`src/rtl/tdm_fir_pkg.sv`:
```
package tdm_fir_pkg;

  // Strobes from the sequencer to the arithmetic
  typedef struct packed {
    logic load;   // accepted sample: shift the history
    logic macEn;  // a serial step is active
    logic first;  // step 0: restart accumulation
    logic sumEn;  // all steps done: capture the unit total
  } strobe_t;

  function automatic int ceilDiv(input int num, input int den);
    return (num + den - 1) / den;
  endfunction

endpackage

```
`src/rtl/tdm_fir_ctrl.sv`:
```
module tdm_fir_ctrl
  import tdm_fir_pkg::*;
#(
  parameter int CYCLES = 3,
  parameter int STEP_W = 2
) (
  input  logic              clk,
  input  logic              rst_n,
  input  logic              validIn,
  output logic              ready,
  output logic              validOut,
  output strobe_t           str,
  output logic [STEP_W-1:0] step
);

  localparam logic [STEP_W-1:0] LAST = STEP_W'(CYCLES - 1);

  logic busy;
  logic doneQ;
  logic accept;
  logic lastStep;

  assign lastStep = busy && (step == LAST);
  // The next sample may enter in the cycle of the last serial step
  assign ready    = !busy || (step == LAST);
  assign accept   = validIn && ready;

  always_ff @(posedge clk or negedge rst_n) begin
    if (!rst_n) begin
      busy     <= 1'b0;
      step     <= '0;
      doneQ    <= 1'b0;
      validOut <= 1'b0;
    end else begin
      doneQ    <= lastStep;
      validOut <= doneQ;
      if (accept) begin
        busy <= 1'b1;
        step <= '0;
      end else if (lastStep) begin
        busy <= 1'b0;
      end else if (busy) begin
        step <= step + 1'b1;
      end
    end
  end

  assign str.load  = accept;
  assign str.macEn = busy;
  assign str.first = busy && (step == '0);
  assign str.sumEn = doneQ;

  generate
    if (CYCLES > 1) begin : g_pace

      ready_drop_chk: assert property (@(posedge clk) disable iff (!rst_n)
        accept |=> !ready);

      valid_pulse_chk: assert property (@(posedge clk) disable iff (!rst_n)
        validOut |=> !validOut);
    end
  endgenerate


  step_range_chk: assert property (@(posedge clk) disable iff (!rst_n)
    busy |-> (step <= LAST));

endmodule

```
`src/rtl/tdm_fir_mac.sv`:
```
module tdm_fir_mac #(
  parameter int CYCLES = 3,
  parameter int STEP_W = 2,
  parameter int OPW    = 9,
  parameter int COEF_W = 8,
  parameter int ACC_W  = 20
) (
  input  logic                           clk,
  input  logic                           clr,
  input  logic                           macEn,
  input  logic                           first,
  input  logic [STEP_W-1:0]              step,
  input  logic [CYCLES-1:0][OPW-1:0]    opnds,
  input  logic [CYCLES-1:0][COEF_W-1:0] coefs,
  output logic [ACC_W-1:0]               acc
);

  localparam int PROD_W = OPW + COEF_W;

  logic [OPW-1:0]           opSel;
  logic [COEF_W-1:0]        cfSel;
  logic signed [PROD_W-1:0] prod;
  logic [ACC_W-1:0]         prodExt;

  always_comb begin
    opSel = '0;
    cfSel = '0;
    for (int k = 0; k < CYCLES; k++) begin
      if (step == STEP_W'(k)) begin
        opSel = opnds[k];
        cfSel = coefs[k];
      end
    end
  end

  assign prod    = $signed(opSel) * $signed(cfSel);
  assign prodExt = {{(ACC_W - PROD_W){prod[PROD_W-1]}}, prod};

  always_ff @(posedge clk) begin
    if (clr)        acc <= '0;
    else if (macEn) acc <= first ? prodExt : acc + prodExt;
  end

endmodule

```
`src/rtl/tdm_fir_dpath.sv`:
```
module tdm_fir_dpath
  import tdm_fir_pkg::*;
#(
  parameter int                     DATA_W    = 8,
  parameter int                     COEF_W    = 8,
  parameter int                     TAPS      = 8,
  parameter int                     CYCLES    = 3,
  parameter int                     FOLD      = 1,
  parameter bit                     DP_CLR_EN = 1'b1,
  parameter logic [TAPS*COEF_W-1:0] COEFS     = '0,
  parameter int                     STEP_W    = 2,
  parameter int                     OUT_W     = 20
) (
  input  logic              clk,
  input  logic              rst_n,
  input  logic              syncClr,
  input  strobe_t           str,
  input  logic [STEP_W-1:0] step,
  input  logic [DATA_W-1:0] dataIn,
  output logic [OUT_W-1:0]  dataOut
);

  localparam int FOLDED = (FOLD == 0) ? TAPS : (TAPS + 1) / 2;
  localparam int UNITS  = ceilDiv(FOLDED, CYCLES);
  localparam int OPW    = DATA_W + 1;

  logic                                       clrEff;
  logic [TAPS-1:0][DATA_W-1:0]                line;
  logic [FOLDED-1:0][OPW-1:0]                 fold;
  logic [UNITS-1:0][CYCLES-1:0][OPW-1:0]      opnds;
  logic [UNITS-1:0][CYCLES-1:0][COEF_W-1:0]   coefs;
  logic [UNITS-1:0][OUT_W-1:0]                accs;
  logic [OUT_W-1:0]                           total;

  generate
    if (DP_CLR_EN) begin : g_clr
      assign clrEff = syncClr;
    end else begin : g_noclr
      assign clrEff = 1'b0;
    end
  endgenerate

  // Sample history: index 0 is the newest accepted sample
  always_ff @(posedge clk) begin
    if (clrEff)        line <= '0;
    else if (str.load) line <= {line[TAPS-2:0], dataIn};
  end

  // Pre-add (or pre-subtract) mirrored taps
  generate
    for (genvar f = 0; f < FOLDED; f++) begin : g_fold
      if (FOLD == 0 || 2 * f == TAPS - 1) begin : g_single
        assign fold[f] = {line[f][DATA_W-1], line[f]};
      end else if (FOLD == 1) begin : g_sym
        assign fold[f] = {line[f][DATA_W-1], line[f]}
                       + {line[TAPS-1-f][DATA_W-1], line[TAPS-1-f]};
      end else begin : g_anti
        assign fold[f] = {line[f][DATA_W-1], line[f]}
                       - {line[TAPS-1-f][DATA_W-1], line[TAPS-1-f]};
      end
    end
  endgenerate

  // Unit u owns folded taps u*CYCLES .. u*CYCLES+CYCLES-1; slots past the end are zero
  generate
    for (genvar u = 0; u < UNITS; u++) begin : g_unit
      for (genvar k = 0; k < CYCLES; k++) begin : g_slot
        localparam int IDX = u * CYCLES + k;
        if (IDX < FOLDED) begin : g_live
          assign opnds[u][k] = fold[IDX];
          assign coefs[u][k] = COEFS[IDX*COEF_W +: COEF_W];
        end else begin : g_pad
          assign opnds[u][k] = '0;
          assign coefs[u][k] = '0;
        end
      end

      tdm_fir_mac #(
        .CYCLES (CYCLES),
        .STEP_W (STEP_W),
        .OPW    (OPW),
        .COEF_W (COEF_W),
        .ACC_W  (OUT_W)
      ) mac_i (
        .clk   (clk),
        .clr   (clrEff),
        .macEn (str.macEn),
        .first (str.first),
        .step  (step),
        .opnds (opnds[u]),
        .coefs (coefs[u]),
        .acc   (accs[u])
      );
    end
  endgenerate

  always_comb begin
    total = '0;
    for (int u = 0; u < UNITS; u++) total = total + accs[u];
  end

  always_ff @(posedge clk) begin
    if (clrEff)         dataOut <= '0;
    else if (str.sumEn) dataOut <= total;
  end


  hold_line_chk: assert property (@(posedge clk) disable iff (!rst_n)
    (!str.load && !clrEff) |=> $stable(line));


  out_hold_chk: assert property (@(posedge clk) disable iff (!rst_n)
    (!str.sumEn && !clrEff) |=> $stable(dataOut));


  clr_zero_chk: assert property (@(posedge clk) disable iff (!rst_n)
    clrEff |=> (dataOut == '0));

endmodule

```
`src/rtl/tdm_fir.sv`:
```
module tdm_fir
  import tdm_fir_pkg::*;
#(
  parameter int                     DATA_W    = 8,
  parameter int                     COEF_W    = 8,
  parameter int                     TAPS      = 8,
  parameter int                     CYCLES    = 3,
  parameter int                     FOLD      = 1,
  parameter bit                     DP_CLR_EN = 1'b1,
  parameter logic [TAPS*COEF_W-1:0] COEFS     =
    {8'h03, 8'hFB, 8'h0C, 8'h1B, 8'h1B, 8'h0C, 8'hFB, 8'h03}
) (
  input  logic                                   clk,
  input  logic                                   rst_n,
  input  logic                                   syncClr,
  input  logic [DATA_W-1:0]                      dataIn,
  input  logic                                   validIn,
  output logic                                   ready,
  output logic [DATA_W+COEF_W+$clog2(TAPS):0]    dataOut,
  output logic                                   validOut
);

  localparam int STEP_W = (CYCLES > 1) ? $clog2(CYCLES) : 1;
  localparam int OUT_W  = DATA_W + COEF_W + $clog2(TAPS) + 1;

  strobe_t           str;
  logic [STEP_W-1:0] step;

  tdm_fir_ctrl #(
    .CYCLES (CYCLES),
    .STEP_W (STEP_W)
  ) ctrl_i (
    .clk      (clk),
    .rst_n    (rst_n),
    .validIn  (validIn),
    .ready    (ready),
    .validOut (validOut),
    .str      (str),
    .step     (step)
  );

  tdm_fir_dpath #(
    .DATA_W    (DATA_W),
    .COEF_W    (COEF_W),
    .TAPS      (TAPS),
    .CYCLES    (CYCLES),
    .FOLD      (FOLD),
    .DP_CLR_EN (DP_CLR_EN),
    .COEFS     (COEFS),
    .STEP_W    (STEP_W),
    .OUT_W     (OUT_W)
  ) dpath_i (
    .clk     (clk),
    .rst_n   (rst_n),
    .syncClr (syncClr),
    .str     (str),
    .step    (step),
    .dataIn  (dataIn),
    .dataOut (dataOut)
  );

endmodule

```
`config.mk`:
```
export PLATFORM = sky130hd
export DESIGN_NAME = tdm_fir
export DESIGN_NICKNAME = d
export VERILOG_FILES = /design/src/rtl/tdm_fir_pkg.sv /design/src/rtl/tdm_fir_ctrl.sv /design/src/rtl/tdm_fir_mac.sv /design/src/rtl/tdm_fir_dpath.sv /design/src/rtl/tdm_fir.sv
export SDC_FILE = /design/constraint.sdc
export NUM_CORES = 1
export LEC_CHECK = 0
export BUFFER_PORTS_ARGS = -buffer_cell sky130_fd_sc_hd__buf_2
export CAP_MARGIN = 20
export CORE_MARGIN = 2
export CORE_UTILIZATION = 40
export CTS_BUF_LIST = sky130_fd_sc_hd__clkbuf_2
export DETAILED_ROUTE_END_ITERATION = 8
export PLACE_DENSITY = 0.63
export RECOVER_POWER = 25
export SLEW_MARGIN = 20
export SYNTH_ARGS = -nofsm -noshare
export SYNTH_HDL_FRONTEND = slang
export SYNTH_HIERARCHICAL = 1
export SYNTH_SLANG_ARGS = --single-unit
```
`constraint.sdc`:
```
create_clock -name clk -period 7.35 [get_ports clk]
set_input_delay 1.47 -clock clk [delete_from_list [all_inputs] [get_ports clk]]
set_output_delay 1.47 -clock clk [all_outputs]
set_load 0.005 [all_outputs]
```
==> flow_summary.ini, run 1 <==
[worst_setup_path]
crit_path_start_kind = register
cp_num_buf_inv = 6
worstSetupPathType = reg -> reg
crit_top_cell = buf_4
path_depth = 34
r2r_cells = 34
arrival_ns = 8.07
cp_max_fo = 4
cp-end-kind = register
slowest_delay_ns = 0.55
slowest_stage = fa_1
required_ns = 8.01
crit_family = adder cells

[yosys]
avgSynthCellArea_sq_um = 8.44
synth.distinct_cells = 91
syn_inst = 1785
synth_flop_cell = dfxtp_1
ys_seq_area_frac = 0.173
synth_warnings = 6
synthArstFlopShare = 0.0388
ys_ff_latch = 129
synth_edf_count = 0
synth_area_sq_mm = 0.0151

[timing]
hold_viol = 0
fin_ws_ns = -0.0557
tightestPinTransition_ns = 5.32
fin_worst_skew_ns = 0.0438
drv_slew = 96
period_share = 1.01
min_period_ns = 7.41
slew_headroom = -2.55
rsz0062_at_grt = true
setup-violations-final = 1
max_freq_mhz = 135

[cts]
insertion_delay_ns = 0.81
path_clk_slew_ns = 0.24
cts_sinks = 129
numCtsBuffers = 17
ctsRootBufferMaster = clkbuf_2
cts_max_path_buffers = 2
h-tree-depth = 4
cts_tree = built
hold_buffers = 0

[final_layout]
post-route-util = 0.485
n_fill_cell = 3569
drive_gt1_frac = 0.208
syn_to_final_growth_pct = 20.4
final_cell_mix = nor2_1 (277), inv_1 (197), buf_4 (169), ha_1 (133), fa_1 (123)
layout_commonest_cell = nor2_1
nets = 2325

[grt]
grt-ovfl-total = 0
antenna_found_initial = 1
grt_pass1_vias = 12900
grt_max_degree = 95
track_usage = 0.195
grt_pass1_wl_microns = 61900

[route]
viasPerCell = 5.04
vias = 12800
first_iter_violations = 678
ant_nets = 0
wl_microns = 36800
drc_errors = 0
drt_pass1_iterations = 5
routedWlPerCell_microns = 14.4

[run_status]
violations = capacitance limit, slew limit, setup timing
status = finished, violations left

[die]
die_y_microns = 198
coreArea_sq_mm = 0.0374
die_area_sq_mm = 0.0392
initial_core_util = 0.403
std_cell_rows = 71
fp.dieW_microns = 198
ios = 34

[worst_hold_path]
hold_path.class = reg -> reg
hold_path_depth = 2

[place]
place_hpwl_microns = 27900
port_buffers = 33
place_congestion = 0.896

[job]
drv_cap = 2
final timing paths:
path	slack (ns)	start	endpoint
worst max-delay path	-0.06	dpath_i/line[1]$_SDFFE_PP0P_	dpath_i/g_unit[0].mac_i/acc[18]$_SDFFE_PP0P_
worst min-delay path	0.48	dpath_i/dataOut[15]$_SDFFE_PP0P_	dpath_i/dataOut[15]$_SDFFE_PP0P_
worst max register to register	-0.06	dpath_i/line[1]$_SDFFE_PP0P_	dpath_i/g_unit[0].mac_i/acc[18]$_SDFFE_PP0P_
worst min register to register	0.48	dpath_i/dataOut[15]$_SDFFE_PP0P_	dpath_i/dataOut[15]$_SDFFE_PP0P_
max in group asynchronous	6.63	rst_n	ctrl_i/busy$_DFFE_PN0P_
min in group asynchronous	0.50	rst_n	ctrl_i/validOut$_DFF_PN0_
worst min-delay path: stages (launching register included):
cell and delay (ns):
dfxtp_1 0.36, nand2_1 0.05, o31ai_1 0.05
state kept, by name (all words and copies together), names as in the netlist:
register                  count
dpath_i/g_unit.mac_i/acc     40
dpath_i/line                 64
ctrl_i/step                   2
dpath_i/dataOut              20
ctrl_i/busy                   1
ctrl_i/doneQ                  1
ctrl_i/validOut               1
cell usage after synthesis (3+ instances only):
cell      count  area share
nor2_1      287       0.071
inv_1       212       0.053
ha_1        159        0.13
fa_1        129        0.17
dfxtp_1     124        0.16
mux2i_1     120       0.080
nand2_1     106       0.026
a21oi_1     101       0.034
xnor2_1      72       0.042
o21ai_0      54       0.018
a21o_1       43       0.021
clkbuf_1     25      0.0062
xor2_1       23       0.013
o21a_1       20       0.010
a211oi_1     19      0.0095
nand3_1      19      0.0063
nor2b_1      19      0.0079
o21bai_1     16      0.0080
buf_2        15      0.0050
o211ai_1     15      0.0075
nor3_1       14      0.0047
nand2b_1     13      0.0054
a311oi_1     11      0.0064
or2_2        11      0.0046
a31oi_1      10      0.0042
o22ai_1       9      0.0037
and3_1        8      0.0033
buf_1         8      0.0020
o21ai_1       8      0.0027
a21oi_2       6      0.0035
a211o_1       5      0.0029
dfrtp_1       5      0.0083
nor3b_1       5      0.0025
or3_1         5      0.0021
and2_1        4      0.0017
nand4_1       4      0.0017
a211oi_2      3      0.0025
and2_2        3      0.0015
buf_4         3      0.0015
nor4_1        3      0.0012
o21ai_2       3      0.0017
o41ai_1       3      0.0017
kinds of logic after synthesis:
| kind of cell | count (synthesis) | share of synthesized area |
|---|---|---|
| AOI/OAI and AO/OA | 359 | 0.162 |
| xor gates and xnor gates | 96 | 0.0563 |
| adders and majority gates | 288 | 0.303 |
| buffers and inverters | 268 | 0.0706 |
| DFF | 129 | 0.173 |
| muxes | 122 | 0.0815 |
| other | 2 | 0.000498 |
| and+or+nand+nor | 521 | 0.153 |
layout make-up:
cell class / instances / area [sq um] / share of cell area
multi-input cells: 1455 / 12400 / 0.682
flip-flops and latches: 129 / 2630 / 0.145
repair buffers: 208 / 1490 / 0.0823
inverters: 214 / 806 / 0.0444
well taps: 511 / 639 / 0.0352
clock inverters: 15 / 121 / 0.00669
clock buffers: 17 / 85.1 / 0.00469
diodes: 1 / 2.50 / 0.000138
metal layers:
metal | GRT usage | vias up | wire length [microns]
met5 | 0 | - | 0
met4 | 0.0482 | 0 | 653
met3 | 0.0235 | 42 | 1100
met2 | 0.341 | 207 | 17900
met1 | 0.255 | 6175 | 17100
li1 | - | 6419 | -
metrics by stage:
| step | worst slack (ns) | hold slack, ns | std cells | TNS, ns | area [sq um] |
|---|---|---|---|---|---|
| final | -0.0557 | 0.480 | 2550 | -0.0557 | 18100 |
| after global routing | -0.417 | 0.422 | 2550 | -2.61 | 18100 |
| after CTS | -0.0241 | 0.367 | 2521 | -0.0254 | 17400 |
| after detailed placement | -0.331 | 0.445 | 2476 | -1.62 | 16900 |
| after global placement | -0.189 | 0.442 | 2476 | -0.585 | 16900 |
| after floorplan | 0.0602 | 0.355 | 1852 | 0 | 15300 |
timing repair:
action                                  in CTS  in global routing
hold endpoints to repair                     0                  0
pin swaps                                   34                101
endpoints found under the setup margin      10                 16
gates cloned                                 0                  0
setup buffers                               13                 28
resized for setup                           53                120
Power of run 1 is not shown: default switching activity piles up to over one toggle a cycle in this logic, so the estimate is an artifact.
==> run 2: changes to the inputs <==
--- a/config.mk
+++ b/config.mk
@@ -9,7 +9,6 @@
 export CAP_MARGIN = 20
 export CORE_MARGIN = 2
 export CORE_UTILIZATION = 40
-export CTS_BUF_LIST = sky130_fd_sc_hd__clkbuf_2
 export DETAILED_ROUTE_END_ITERATION = 8
 export PLACE_DENSITY = 0.63
 export RECOVER_POWER = 25
==> flow_summary.ini, run 2 (same netlist as run 1, synthesis figures left out) <==
[cts]
hold_buffers = 0
path_clk_slew_ns = 0.07
cts_max_path_buffers = 2
ctsRootBufferMaster = clkbuf_16
numCtsBuffers = 17
cts_tree = built
insertion_delay_ns = 0.45
h-tree-depth = 4
cts_sinks = 129

[worst_setup_path]
cp-end-kind = register
worstSetupPathType = reg -> reg
slowest_stage = fa_1
slowest_delay_ns = 0.52
cp_max_fo = 3
arrival_ns = 7.62
reg2reg_setup_slack_ns = 0.002
required_ns = 7.62
crit_path_start_kind = register

[timing]
hold_viol = 0
setup-violations-final = 0
min_period_ns = 7.35
period_share = 1.00
timing.hold.ws_ns = 0.450
fin_ws_ns = 0.00214
tightestPinTransition_ns = 1.68
fin_worst_skew_ns = 0.0120
rsz0062_at_grt = true
max_freq_mhz = 136
slew_headroom = -0.117
drv_slew = 31

[final_layout]
n_fill_cell = 3491
largest_register_ffs = 64
layout_commonest_cell = nor2_1
regArea_sq_mm = 0.00263
final_cell_mix = nor2_1 (279), inv_1 (196), buf_4 (158), ha_1 (128), fa_1 (125)
antenna_cells = 0
regMostFlops = dpath_i/line
post-route-util = 0.497
largestRegisters = dpath_i/line: 64 flops, dpath_i/g_unit.mac_i/acc: 40 flops, dpath_i/dataOut: 20 flops
multi_input_area_sq_mm = 0.0125
nets = 2319
syn_to_final_growth_pct = 23.4
drive_gt1_frac = 0.213

[place]
place_congestion = 0.896
port_buffers = 33
pre_cts_ws_ns = -0.331
place_hpwl_microns = 27900

[die]
ios = 34
fp.dieW_microns = 198
die_y_microns = 198
die_area_sq_mm = 0.0392
std_cell_rows = 71
initial_core_util = 0.403
coreArea_sq_mm = 0.0374

[grt]
grt_max_degree = 95
antenna_found_initial = 0
track_usage = 0.195
grt-ovfl-total = 0
grt_pass1_wl_microns = 62000
grt_pass1_vias = 12900

[route]
first_iter_violations = 643
wl_microns = 37000
drc_errors = 0
ant_nets = 0
routedWlPerCell_microns = 14.5
viasPerCell = 5.05
vias = 12800
drt_pass1_iterations = 5

[run_status]
status = finished, violations left
violations = capacitance limit, slew limit

[worst_hold_path]
hold_path.class = reg -> reg

[job]
drv_cap = 1
[run 2: final cells by class]
type                            count  share of cell area
Clock buffer                       18              0.0236
Clock inverter                     14             0.00633
Inverter                          214              0.0435
Multi-Input combinational cell   1455               0.671
Sequential cell                   129               0.141
Tap cell                          511              0.0344
Timing Repair Buffer              202              0.0797
[run 2: worst max-delay path: cells and delay by family (launching register included)]
kind,cells,cell delay [ns]
AND/OR/NAND/NOR,5,1.01
buffers and inverters,5,0.32
XOR/XNOR,2,0.38
AO/OA/AOI/OAI,12,1.68
multiplexers,2,0.33
flip-flops,1,0.34
adder cells (fa/ha/maj),8,3.10
[run 2: worst paths after layout]
path,startpoint,endpoint,depth (start not counted)
min reg2reg,dpath_i/dataOut[18]$_SDFFE_PP0P_,dpath_i/dataOut[18]$_SDFFE_PP0P_,2
min in group asynchronous,rst_n,ctrl_i/validOut$_DFF_PN0_,1
max reg2reg,dpath_i/line[56]$_SDFFE_PP0P_,dpath_i/g_unit[0].mac_i/acc[18]$_SDFFE_PP0P_,34
max,dpath_i/line[56]$_SDFFE_PP0P_,dpath_i/g_unit[0].mac_i/acc[18]$_SDFFE_PP0P_,34
min,dpath_i/dataOut[18]$_SDFFE_PP0P_,dpath_i/dataOut[18]$_SDFFE_PP0P_,2
max in group asynchronous,rst_n,ctrl_i/step[0]$_DFFE_PN0P_,1
[run 2: repair_timing]
item                                    CTS  global route
pin swaps                                31           137
gates resized for setup                  40           156
endpoints found under the hold margin     0             0
setup buffers                            10            25
endpoints found under the setup margin   10            16
[run 2: layer usage]
| layer | share of wire | GRT usage | routed length, microns | up-vias |
|---|---|---|---|---|
| li1 | - | - | - | 6407 |
| met4 | 0.019 | 0.0518 | 699 | 0 |
| met2 | 0.49 | 0.339 | 18100 | 197 |
| met3 | 0.029 | 0.0237 | 1060 | 48 |
| met1 | 0.46 | 0.255 | 17100 | 6179 |
| met5 | 0 | 0 | 0 | - |
[run 2: metrics by stage]
step / TNS, ns / instances / cell area [sq um]
floorplan: 0 / 1852 / 15300
global placement: -0.585 / 2476 / 16900
detailed placement: -1.62 / 2476 / 16900
CTS: 0 / 2518 / 17700
global route: -1.55 / 2543 / 18600
finish: 0 / 2543 / 18600
Power of run 2 is left out for the same reason.
